[src/rtl/irq_res_pkg.sv]
package irq_res_pkg;

    localparam int PRIO_W  = 4;
    localparam int GRP_W   = 6;
    localparam int NUM_W   = 8;
    localparam int N_FIXED = 3;
    localparam logic [2:0] MAX_SUB = 3'd4;

    typedef logic signed [GRP_W-1:0] grp_t;

    typedef struct packed {
        logic              valid;
        grp_t              grp;
        logic [PRIO_W-1:0] sub;
        logic [NUM_W-1:0]  num;
    } cand_t;

    // clamp the split setting to the priority width
    function automatic logic [2:0] sat_sub(input logic [2:0] s);
        return (s > MAX_SUB) ? MAX_SUB : s;
    endfunction

    // split a programmable priority into group and subpriority
    function automatic cand_t split_prio(input logic              v,
                                         input logic [PRIO_W-1:0] p,
                                         input logic [2:0]        s,
                                         input logic [NUM_W-1:0]  n);
        cand_t c;
        c.valid = v;
        c.num   = n;
        case (s)
            3'd0:    begin c.grp = {2'b00, p};        c.sub = 4'd0;            end
            3'd1:    begin c.grp = {3'b000, p[3:1]};  c.sub = {3'b000, p[0]};  end
            3'd2:    begin c.grp = {4'b0000, p[3:2]}; c.sub = {2'b00, p[1:0]}; end
            3'd3:    begin c.grp = {5'b00000, p[3]};  c.sub = {1'b0, p[2:0]};  end
            default: begin c.grp = '0;                c.sub = p;               end
        endcase
        return c;
    endfunction

    // does candidate b strictly beat candidate a (a holds the lower number)
    function automatic logic beats(input cand_t b, input cand_t a);
        if (!b.valid) return 1'b0;
        if (!a.valid) return 1'b1;
        if ($signed(b.grp) < $signed(a.grp)) return 1'b1;
        if ((b.grp == a.grp) && (b.sub < a.sub)) return 1'b1;
        return 1'b0;
    endfunction

    function automatic cand_t pick(input cand_t lo, input cand_t hi);
        return beats(hi, lo) ? hi : lo;
    endfunction

endpackage

[src/rtl/irq_res_leaf.sv]
module irq_res_leaf
    import irq_res_pkg::*;
#(
    parameter int NUM_IRQ = 32,
    localparam int TOTAL  = NUM_IRQ + N_FIXED
) (
    input  logic [N_FIXED-1:0]        fixed_req,
    input  logic [NUM_IRQ-1:0]        irq_req,
    input  logic [NUM_IRQ*PRIO_W-1:0] irq_prio,
    input  logic [2:0]                sub_bits,
    output cand_t [TOTAL-1:0]         leaves
);

    logic [2:0] eff_sub;
    assign eff_sub = sat_sub(sub_bits);

    // system sources: fixed negative group, number = index + 1
    for (genvar j = 0; j < N_FIXED; j++) begin : g_fixed
        assign leaves[j] = '{valid: fixed_req[j],
                             grp:   grp_t'(j - N_FIXED),
                             sub:   '0,
                             num:   NUM_W'(j + 1)};
    end

    // programmable sources: number = k + 4
    for (genvar k = 0; k < NUM_IRQ; k++) begin : g_prog
        assign leaves[N_FIXED + k] = split_prio(irq_req[k],
                                                irq_prio[k*PRIO_W +: PRIO_W],
                                                eff_sub,
                                                NUM_W'(k + N_FIXED + 1));
    end

endmodule

[src/rtl/irq_res_tree.sv]
module irq_res_tree
    import irq_res_pkg::*;
#(
    parameter int N = 35
) (
    input  cand_t [N-1:0] leaves,
    output cand_t         best
);

    localparam int DEPTH  = (N > 1) ? $clog2(N) : 1;
    localparam int LEAVES = 1 << DEPTH;

    // heap layout: node i has children 2i and 2i+1, leaves from LEAVES
    cand_t node [2*LEAVES];

    assign node[0] = '0;

    for (genvar j = 0; j < LEAVES; j++) begin : g_leaf
        if (j < N) begin : g_used
            assign node[LEAVES + j] = leaves[j];
        end else begin : g_pad
            assign node[LEAVES + j] = '0;
        end
    end

    // left child always carries lower exception numbers, so ties keep it
    for (genvar i = 1; i < LEAVES; i++) begin : g_node
        assign node[i] = pick(node[2*i], node[2*i + 1]);
    end

    assign best = node[1];

endmodule

[src/rtl/irq_res_top.sv]
module irq_res_top
    import irq_res_pkg::*;
#(
    parameter int NUM_IRQ = 32
) (
    input  logic                      clk,
    input  logic                      rst,
    input  logic [2:0]                fixed_req,
    input  logic [NUM_IRQ-1:0]        irq_req,
    input  logic [NUM_IRQ*4-1:0]      irq_prio,
    input  logic [2:0]                sub_bits,
    output logic                      win_valid,
    output logic [7:0]                win_num,
    output logic [5:0]                win_group,
    output logic [3:0]                win_sub
);

    localparam int TOTAL = NUM_IRQ + N_FIXED;

    cand_t [TOTAL-1:0] leaves;
    cand_t             best;
    cand_t             win_q;

    irq_res_leaf #(.NUM_IRQ(NUM_IRQ)) i_leaf (
        .fixed_req (fixed_req),
        .irq_req   (irq_req),
        .irq_prio  (irq_prio),
        .sub_bits  (sub_bits),
        .leaves    (leaves)
    );

    irq_res_tree #(.N(TOTAL)) i_tree (
        .leaves (leaves),
        .best   (best)
    );

    always_ff @(posedge clk) begin
        if (rst || !best.valid) begin
            win_q <= '0;
        end else begin
            win_q <= best;
        end
    end

    assign win_valid = win_q.valid;
    assign win_num   = win_q.num;
    assign win_group = win_q.grp;
    assign win_sub   = win_q.sub;

endmodule

[config.mk]
export PLATFORM = sky130hd
export DESIGN_NAME = irq_res_top
export DESIGN_NICKNAME = d
export VERILOG_FILES = /design/src/rtl/irq_res_pkg.sv /design/src/rtl/irq_res_leaf.sv /design/src/rtl/irq_res_tree.sv /design/src/rtl/irq_res_top.sv
export SDC_FILE = /design/constraint.sdc
export NUM_CORES = 1
export LEC_CHECK = 0
export ABC_AREA = 1
export BUFFER_PORTS_ARGS = -buffer_cell sky130_fd_sc_hd__buf_2
export CAP_MARGIN = 40
export CORE_UTILIZATION = 45
export CTS_BUF_LIST = sky130_fd_sc_hd__clkbuf_4 sky130_fd_sc_hd__clkbuf_8 sky130_fd_sc_hd__clkbuf_16
export CTS_CLUSTER_SIZE = 40
export DETAILED_ROUTE_END_ITERATION = 12
export PLACE_DENSITY = 0.67
export SLEW_MARGIN = 5
export SYNTH_ARGS = -nofsm -noshare
export SYNTH_HDL_FRONTEND = slang
export SYNTH_HIERARCHICAL = 1
export SYNTH_SLANG_ARGS = --single-unit
export TNS_END_PERCENT = 30
[constraint.sdc]
create_clock -name clk -period 9.9 [get_ports clk]
set_input_delay 0.99 -clock clk [delete_from_list [all_inputs] [get_ports clk]]
set_output_delay 0.99 -clock clk [all_outputs]
set_load 0.02 [all_outputs]
==> metrics, run 1 <==
number of buffers and inverters on the critical path 15; global-route congestion overflow total 0; violated checks setup timing; cell row count just over 80; count of synthesis-stage warnings from yosys 6; total number of clock tree sinks 19; Max H-tree Level 1; number of CTS-inserted buffers 3; maximum clock rate 93.81 MHz; via count of the routed design 25911; Die Wd 224.1 um; count of input and output buffers 186; Min Clock Period, post-route 10.66 ns; Cell variety after synth 44; effective utilization at floorplan 45.53%; first-pass iteration count of the detailed router 6; die outline area 50210 um2; flop and latch count out of synthesis 19; setup repair after global routing missed its margin yes; Avg Cell Area, Syn about 5.7 um2; remaining design rule violation count 0; Clock Path Buffers 2; final count of negative-setup-slack endpoints 18; number of cells produced by synthesis 3900; global placement routability congestion a little under 1; Max stage delay on crit path 0.35 ns; Critical Path Source Type primary input; share of the clock period used by the worst path after layout 107.7%; via count of the first global-routing pass 22263; max-cap check violation count 0; path class of the lowest-slack min-delay path in -> reg; share of cells above drive strength 1 28.92%; Critical Path Sink Type flop; DR vias/cell 4.869; fill count 4575; Top delay family on crit path simple AND/OR/NAND/NOR gates; hold-fix buffers at CTS 0; required time reported for the critical path endpoint 10.09 ns; initial antenna violation count 8; total I/O pin count 187; clock root buffer master sky130_fd_sc_hd__clkbuf_16; combined global-route utilization of all metal layers 26.99%; Final Max Tran Viols 0; DIE HEIGHT 224.1 um; wire length of the first global-routing pass 110000 um; post-placement setup slack -1.250 ns; antenna violation net count after detailed routing 0; final wirelength 76250 um; worst max-slew margin expressed relative to the limit 46.31%; data arrival time of the worst path roughly 11 ns; top fanout value on the critical path 8; transition at the pin with the smallest max-transition slack between 0.8 and 0.9 ns; most frequent cell on the critical path sky130_fd_sc_hd__nor2_1; Area growth, synth to finish 32.81%; netlist area before placement roughly 22000 um2; maximum number of pins on one net before global-route repair 33; sequential area share after synthesis 1.714%; critical path start-end classification in -> reg; Layout Nets slightly above 5000; Worst Setup Slack, final -0.7594 ns; DRC marker count from the first detailed-route iteration 1753; count of endpoints failing hold in the final timing report 0; post-detailed-route wirelength per cell 14.33 um; result of the run complete, but fails checks; standard cell core area 48750 um2; HPWL reported at the end of detailed placement 58290 um; TritonCTS clock tree done; clock-pin slew of the registers on the worst-case setup and hold paths around 0.050 ns; cell with the biggest individual delay on the critical path sky130_fd_sc_hd__ha_1
==> per-stage QoR <==
stage	area, um2	instances	hold slack (ns)	setup TNS (ns)	utilization [%]
3_5_place_dp	26880	5219	1.414	-22.08	55.14
6_report	29480	5322	1.172	-13.02	60.47
2_1_floorplan	24020	4272	1.214	-0.7772	-
5_1_grt	29470	5321	1.204	-24.29	60.46
4_1_cts	27260	5234	1.179	-9.777	55.92
3_3_place_gp	26880	5218	1.407	-19.65	55.13
==> tightest hold or removal path: cells and delay by family <==
kind	cells	cell delay, ns
buffers and inverters	2	0.12
AND/OR/NAND/NOR	2	0.26
==> logic make-up after synthesis <==
logic type / after synthesis / share of synthesized area (%)
adder cells (fa/ha/maj): 306 / 17.25
AND/OR/NAND/NOR: 1686 / 32.23
XOR/XNOR: 9 / 0.3552
multiplexers: 120 / 6.088
other: 2 / 0.03384
buffers and inverters: 1133 / 26.42
flip-flops: 19 / 1.714
AO/OA/AOI/OAI: 625 / 15.91
==> final cells by class <==
| type | instances | area, um2 | share of cell area, % |
|---|---|---|---|
| Clock inverter | 1 | 5.005 | 0.01698 |
| Clock buffer | 3 | 75.07 | 0.2547 |
| Tap cell | 664 | 830.8 | 2.818 |
| Antenna cell | 4 | 10.01 | 0.03396 |
| Timing Repair Buffer | 910 | 6923 | 23.49 |
| Inverter | 585 | 2245 | 7.615 |
| Sequential cell | 19 | 380.4 | 1.290 |
| Timing Repair inverter | 3 | 26.28 | 0.08914 |
| Multi-Input combinational cell | 3133 | 18980 | 64.40 |
==> cells in the mapped netlist <==
library cell	n	area, um2
sky130_fd_sc_hd__a21o_1	64	480.5
sky130_fd_sc_hd__o22ai_1	40	250.2
sky130_fd_sc_hd__a21boi_0	3	22.52
sky130_fd_sc_hd__and2_1	1	6.260
sky130_fd_sc_hd__nand2_2	18	112.6
sky130_fd_sc_hd__nor2_8	1	20.02
sky130_fd_sc_hd__conb_1	2	7.510
sky130_fd_sc_hd__a2111oi_0	18	157.7
sky130_fd_sc_hd__a31oi_1	10	62.56
sky130_fd_sc_hd__or2_2	8	50.05
sky130_fd_sc_hd__nor4_1	2	12.51
sky130_fd_sc_hd__o21ai_0	245	1226
sky130_fd_sc_hd__nand3_4	3	52.55
sky130_fd_sc_hd__nand3_2	6	60.06
sky130_fd_sc_hd__o21bai_1	8	60.06
sky130_fd_sc_hd__nand4_1	32	200.2
sky130_fd_sc_hd__nand3b_4	1	20.02
sky130_fd_sc_hd__nand2_1	933	3502
sky130_fd_sc_hd__o211ai_1	3	22.52
sky130_fd_sc_hd__dfxtp_1	19	380.4
sky130_fd_sc_hd__nor2_2	9	56.30
sky130_fd_sc_hd__nand3b_1	11	82.58
sky130_fd_sc_hd__nor2_4	1	11.26
sky130_fd_sc_hd__buf_6	2	22.52
sky130_fd_sc_hd__buf_4	412	3093
sky130_fd_sc_hd__o21a_1	1	7.510
sky130_fd_sc_hd__and3_1	3	18.77
sky130_fd_sc_hd__or3_1	1	6.260
sky130_fd_sc_hd__nor3_1	14	70.07
sky130_fd_sc_hd__a21oi_1	219	1096
sky130_fd_sc_hd__ha_1	306	3829
sky130_fd_sc_hd__buf_2	40	200.2
sky130_fd_sc_hd__buf_1	25	93.84
sky130_fd_sc_hd__xnor2_1	7	61.31
sky130_fd_sc_hd__o221ai_1	5	43.79
sky130_fd_sc_hd__inv_1	583	2188
sky130_fd_sc_hd__clkbuf_1	69	259.0
sky130_fd_sc_hd__nand3_1	267	1336
sky130_fd_sc_hd__xor2_1	2	17.52
sky130_fd_sc_hd__inv_2	2	7.510
sky130_fd_sc_hd__nand2_4	17	191.4
sky130_fd_sc_hd__o221a_2	9	101.4
sky130_fd_sc_hd__nor2_1	358	1344
sky130_fd_sc_hd__mux2_2	120	1351
==> registers in the layout, summed over array words and instances, names as in the netlist <==
| signal | cells |
|---|---|
| win_num | 8 |
| win_group | 6 |
| win_sub | 4 |
| win_valid | 1 |
==> final timing paths <==
check / start / endpoint / slack (ns) / cells past startpoint
max: sub_bits[2] / win_num[3] / -0.76 / 69
min: rst / win_num[3] / 1.17 / 4
==> what timing repair did <==
action                     in CTS  in global routing
setup endpoints to repair      18                 18
setup buffers                   9                 64
gates cloned                    2                 21
pin swaps                       7                108
gates resized for setup        91                326
==> cell usage in the layout (no fill, tap or decap), types with 29 or more instances in the layout <==
| cell type | netlist | routed |
|---|---|---|
| sky130_fd_sc_hd__a21oi_1 | 219 | 174 |
| sky130_fd_sc_hd__o22ai_1 | 40 | 31 |
| sky130_fd_sc_hd__conb_1 | 2 | 374 |
| sky130_fd_sc_hd__buf_4 | 412 | 670 |
| sky130_fd_sc_hd__o21ai_0 | 245 | 146 |
| sky130_fd_sc_hd__nand2_4 | 17 | 36 |
| sky130_fd_sc_hd__nand3_1 | 267 | 256 |
| sky130_fd_sc_hd__a21o_1 | 64 | 64 |
| sky130_fd_sc_hd__o21ai_1 | 0 | 55 |
| sky130_fd_sc_hd__nand4_1 | 32 | 32 |
| sky130_fd_sc_hd__inv_1 | 583 | 570 |
| sky130_fd_sc_hd__buf_2 | 40 | 184 |
| sky130_fd_sc_hd__nand2_2 | 18 | 30 |
| sky130_fd_sc_hd__o21ai_2 | 0 | 29 |
| sky130_fd_sc_hd__a21oi_2 | 0 | 41 |
| sky130_fd_sc_hd__nor2_1 | 358 | 341 |
| sky130_fd_sc_hd__nand2_1 | 933 | 901 |
| sky130_fd_sc_hd__ha_1 | 306 | 281 |
| sky130_fd_sc_hd__mux2_2 | 120 | 120 |
==> layer usage <==
metal	GRT usage (%)	share of wire [%]	up-vias
met5	0	0.033	-
met4	6.894	3.6	4
met1	34.84	44	11608
met3	1.522	5.0	165
li1	-	-	13360
met2	48.42	47	774
Power of run 1 is left out: the tool's default activity adds up to more than one toggle a clock period on the data nets, which glitch-free logic cannot reach.
==> run 2: changes to the inputs <==
--- a/config.mk
+++ b/config.mk
@@ -12,7 +12,7 @@
 export CTS_BUF_LIST = sky130_fd_sc_hd__clkbuf_4 sky130_fd_sc_hd__clkbuf_8 sky130_fd_sc_hd__clkbuf_16
 export CTS_CLUSTER_SIZE = 40
 export DETAILED_ROUTE_END_ITERATION = 12
-export PLACE_DENSITY = 0.67
+export PLACE_DENSITY_LB_ADDON = 0.3
 export SLEW_MARGIN = 5
 export SYNTH_ARGS = -nofsm -noshare
 export SYNTH_HDL_FRONTEND = slang
==> metrics, run 2 (synthesis results as in run 1) <==
result of the run complete, but fails checks; violated checks setup timing; wire length of the first global-routing pass 111500 um; Layout Utilization between 60% and 70%; leading cell types in the layout, fill and taps excluded sky130_fd_sc_hd__nand2_1, sky130_fd_sc_hd__buf_4, sky130_fd_sc_hd__inv_1; Max H-tree Level 1; setup repair after global routing missed its margin yes; total number of clock tree sinks 19; DRC marker count from the first detailed-route iteration around 1700; top fanout value on the critical path 8; max FFs per register 8; startpoint of the tightest hold check path rst; Register Area ~380 um2; Final Max Tran Viols 0; via count of the first global-routing pass 22857; TritonCTS clock tree done; cell row count 81; area taken by multi-input logic gates 19340 um2; cell area after placement roughly 27000 um2; worst max-slew margin expressed relative to the limit about 44%; hold-fix buffers at CTS 0; data arrival time of the worst path 10.73 ns; first-pass iteration count of the detailed router 5; global-route congestion overflow total 0; DR vias/cell 4.853; fraction of met1 tracks used by global routing about a third; effective utilization at floorplan between 40% and 50%; standard cell core area 48750 um2; fill count 4525; antenna violation net count after detailed routing 0; transition at the pin with the smallest max-transition slack about 0.83 ns; Max stage delay on crit path between 0.3 and 0.4 ns; Hold Crit Endpoint win_num[3]; Critical Path Source Type primary input; met2 global-route usage 48.62%; fraction of met3 tracks used by global routing around 2.8%; required time reported for the critical path endpoint ~10 ns; Min Clock Period, post-route ~11 ns; share of cells above drive strength 1 30.77%; count of input and output buffers roughly 190; combined global-route utilization of all metal layers 27.31%; clock-pin slew of the registers on the worst-case setup and hold paths around 0.06 ns; number of CTS-inserted buffers 3; max-cap check violation count 0; critical path start-end classification in -> reg; clock root buffer master sky130_fd_sc_hd__clkbuf_16; Layout Nets about 5200; path class of the lowest-slack min-delay path in -> reg; commonest non-fill, non-tap cell in the layout sky130_fd_sc_hd__nand2_1; final count of negative-setup-slack endpoints 18; via count of the routed design 25980; maximum clock rate approximately 95 MHz; Clock Path Buffers 2; initial antenna violation count 5; most frequent cell on the critical path sky130_fd_sc_hd__nand2_1; Hold Path Depth 4; count of endpoints failing hold in the final timing report 0; Die Wd roughly 220 um; Area growth, synth to finish 35.24%; share of the clock period used by the worst path after layout 106.5%; cell with the biggest individual delay on the critical path sky130_fd_sc_hd__a2111oi_2; maximum number of pins on one net before global-route repair 52; Worst Setup Slack, final -0.6410 ns; most used routing layer met2; HPWL reported at the end of detailed placement between 50000 and 60000 um; DIE HEIGHT 224.1 um; total I/O pin count 187; Critical Path Sink Type flop; global placement routability congestion 1.002; Final Cell Area 30020 um2; remaining design rule violation count 0; die outline area 50210 um2; final wirelength 76810 um; post-detailed-route wirelength per cell 14.35 um
==> run 2: cell types whose count changed in the layout (fill, tap and decap cells not counted), sizes merged <==
cell	before	now
buf	903	928
clkinv	2	11
nand2	981	987
inv	584	580
clkinvlp	3	0
diode	4	2
==> run 2: through the flow <==
stage / setup TNS (ns) / worst slack [ns] / std cells / hold WS [ns]
after floorplan: -0.7772 / -0.08759 / 4272 / 1.214
final: -11.09 / -0.6410 / 5353 / 1.187
after CTS: -9.830 / -0.5686 / 5246 / 1.184
after global placement: -23.65 / -1.335 / 5234 / 1.409
after global routing: -20.87 / -1.188 / 5352 / 1.221
after detailed placement: -23.85 / -1.349 / 5234 / 1.409
==> run 2: per-layer routing <==
layer / vias to the layer above / share of wire, %
met3: 164 / 5.6
li1: 13428 / -
met1: 11621 / 43
met2: 761 / 48
met4: 6 / 3.4
met5: - / 0.051
==> run 2: final cells by class <==
cell class	count	area share [%]
clock buffers	3	0.2501
flip-flops and latches	19	1.267
well taps	664	2.768
diodes	2	0.01667
multi-input cells	3139	64.44
inverters	585	7.499
repair buffers	935	23.65
repair inverters	5	0.08754
clock inverters	1	0.01667
==> run 2: worst max path at each step <==
stage | from | end | slack [ns] | depth (start not counted)
global route | sub_bits[2] | win_group[2] | -1.19 | 75
CTS | sub_bits[2] | win_num[6] | -0.57 | 70
floorplan | sub_bits[2] | win_group[0] | -0.09 | 73
finish | sub_bits[2] | win_num[5] | -0.64 | 72
global placement | sub_bits[1] | win_num[3] | -1.33 | 69
detailed placement | sub_bits[1] | win_num[6] | -1.35 | 66
==> run 2: critical path: cells and delay by family <==
kind | cells | cell delay [ns]
fa+ha+maj | 6 | 1.59
compound gates | 13 | 2.38
buf+inv | 18 | 2.20
simple gates | 32 | 3.09
xor+xnor | 3 | 0.42
==> run 2: repair_timing <==
action	CTS	global route
endpoints found under the setup margin	18	18
setup buffers	6	80
cloned	2	27
resized for setup	63	449
pin swaps	7	134
Power of run 2 is left out for the same reason.
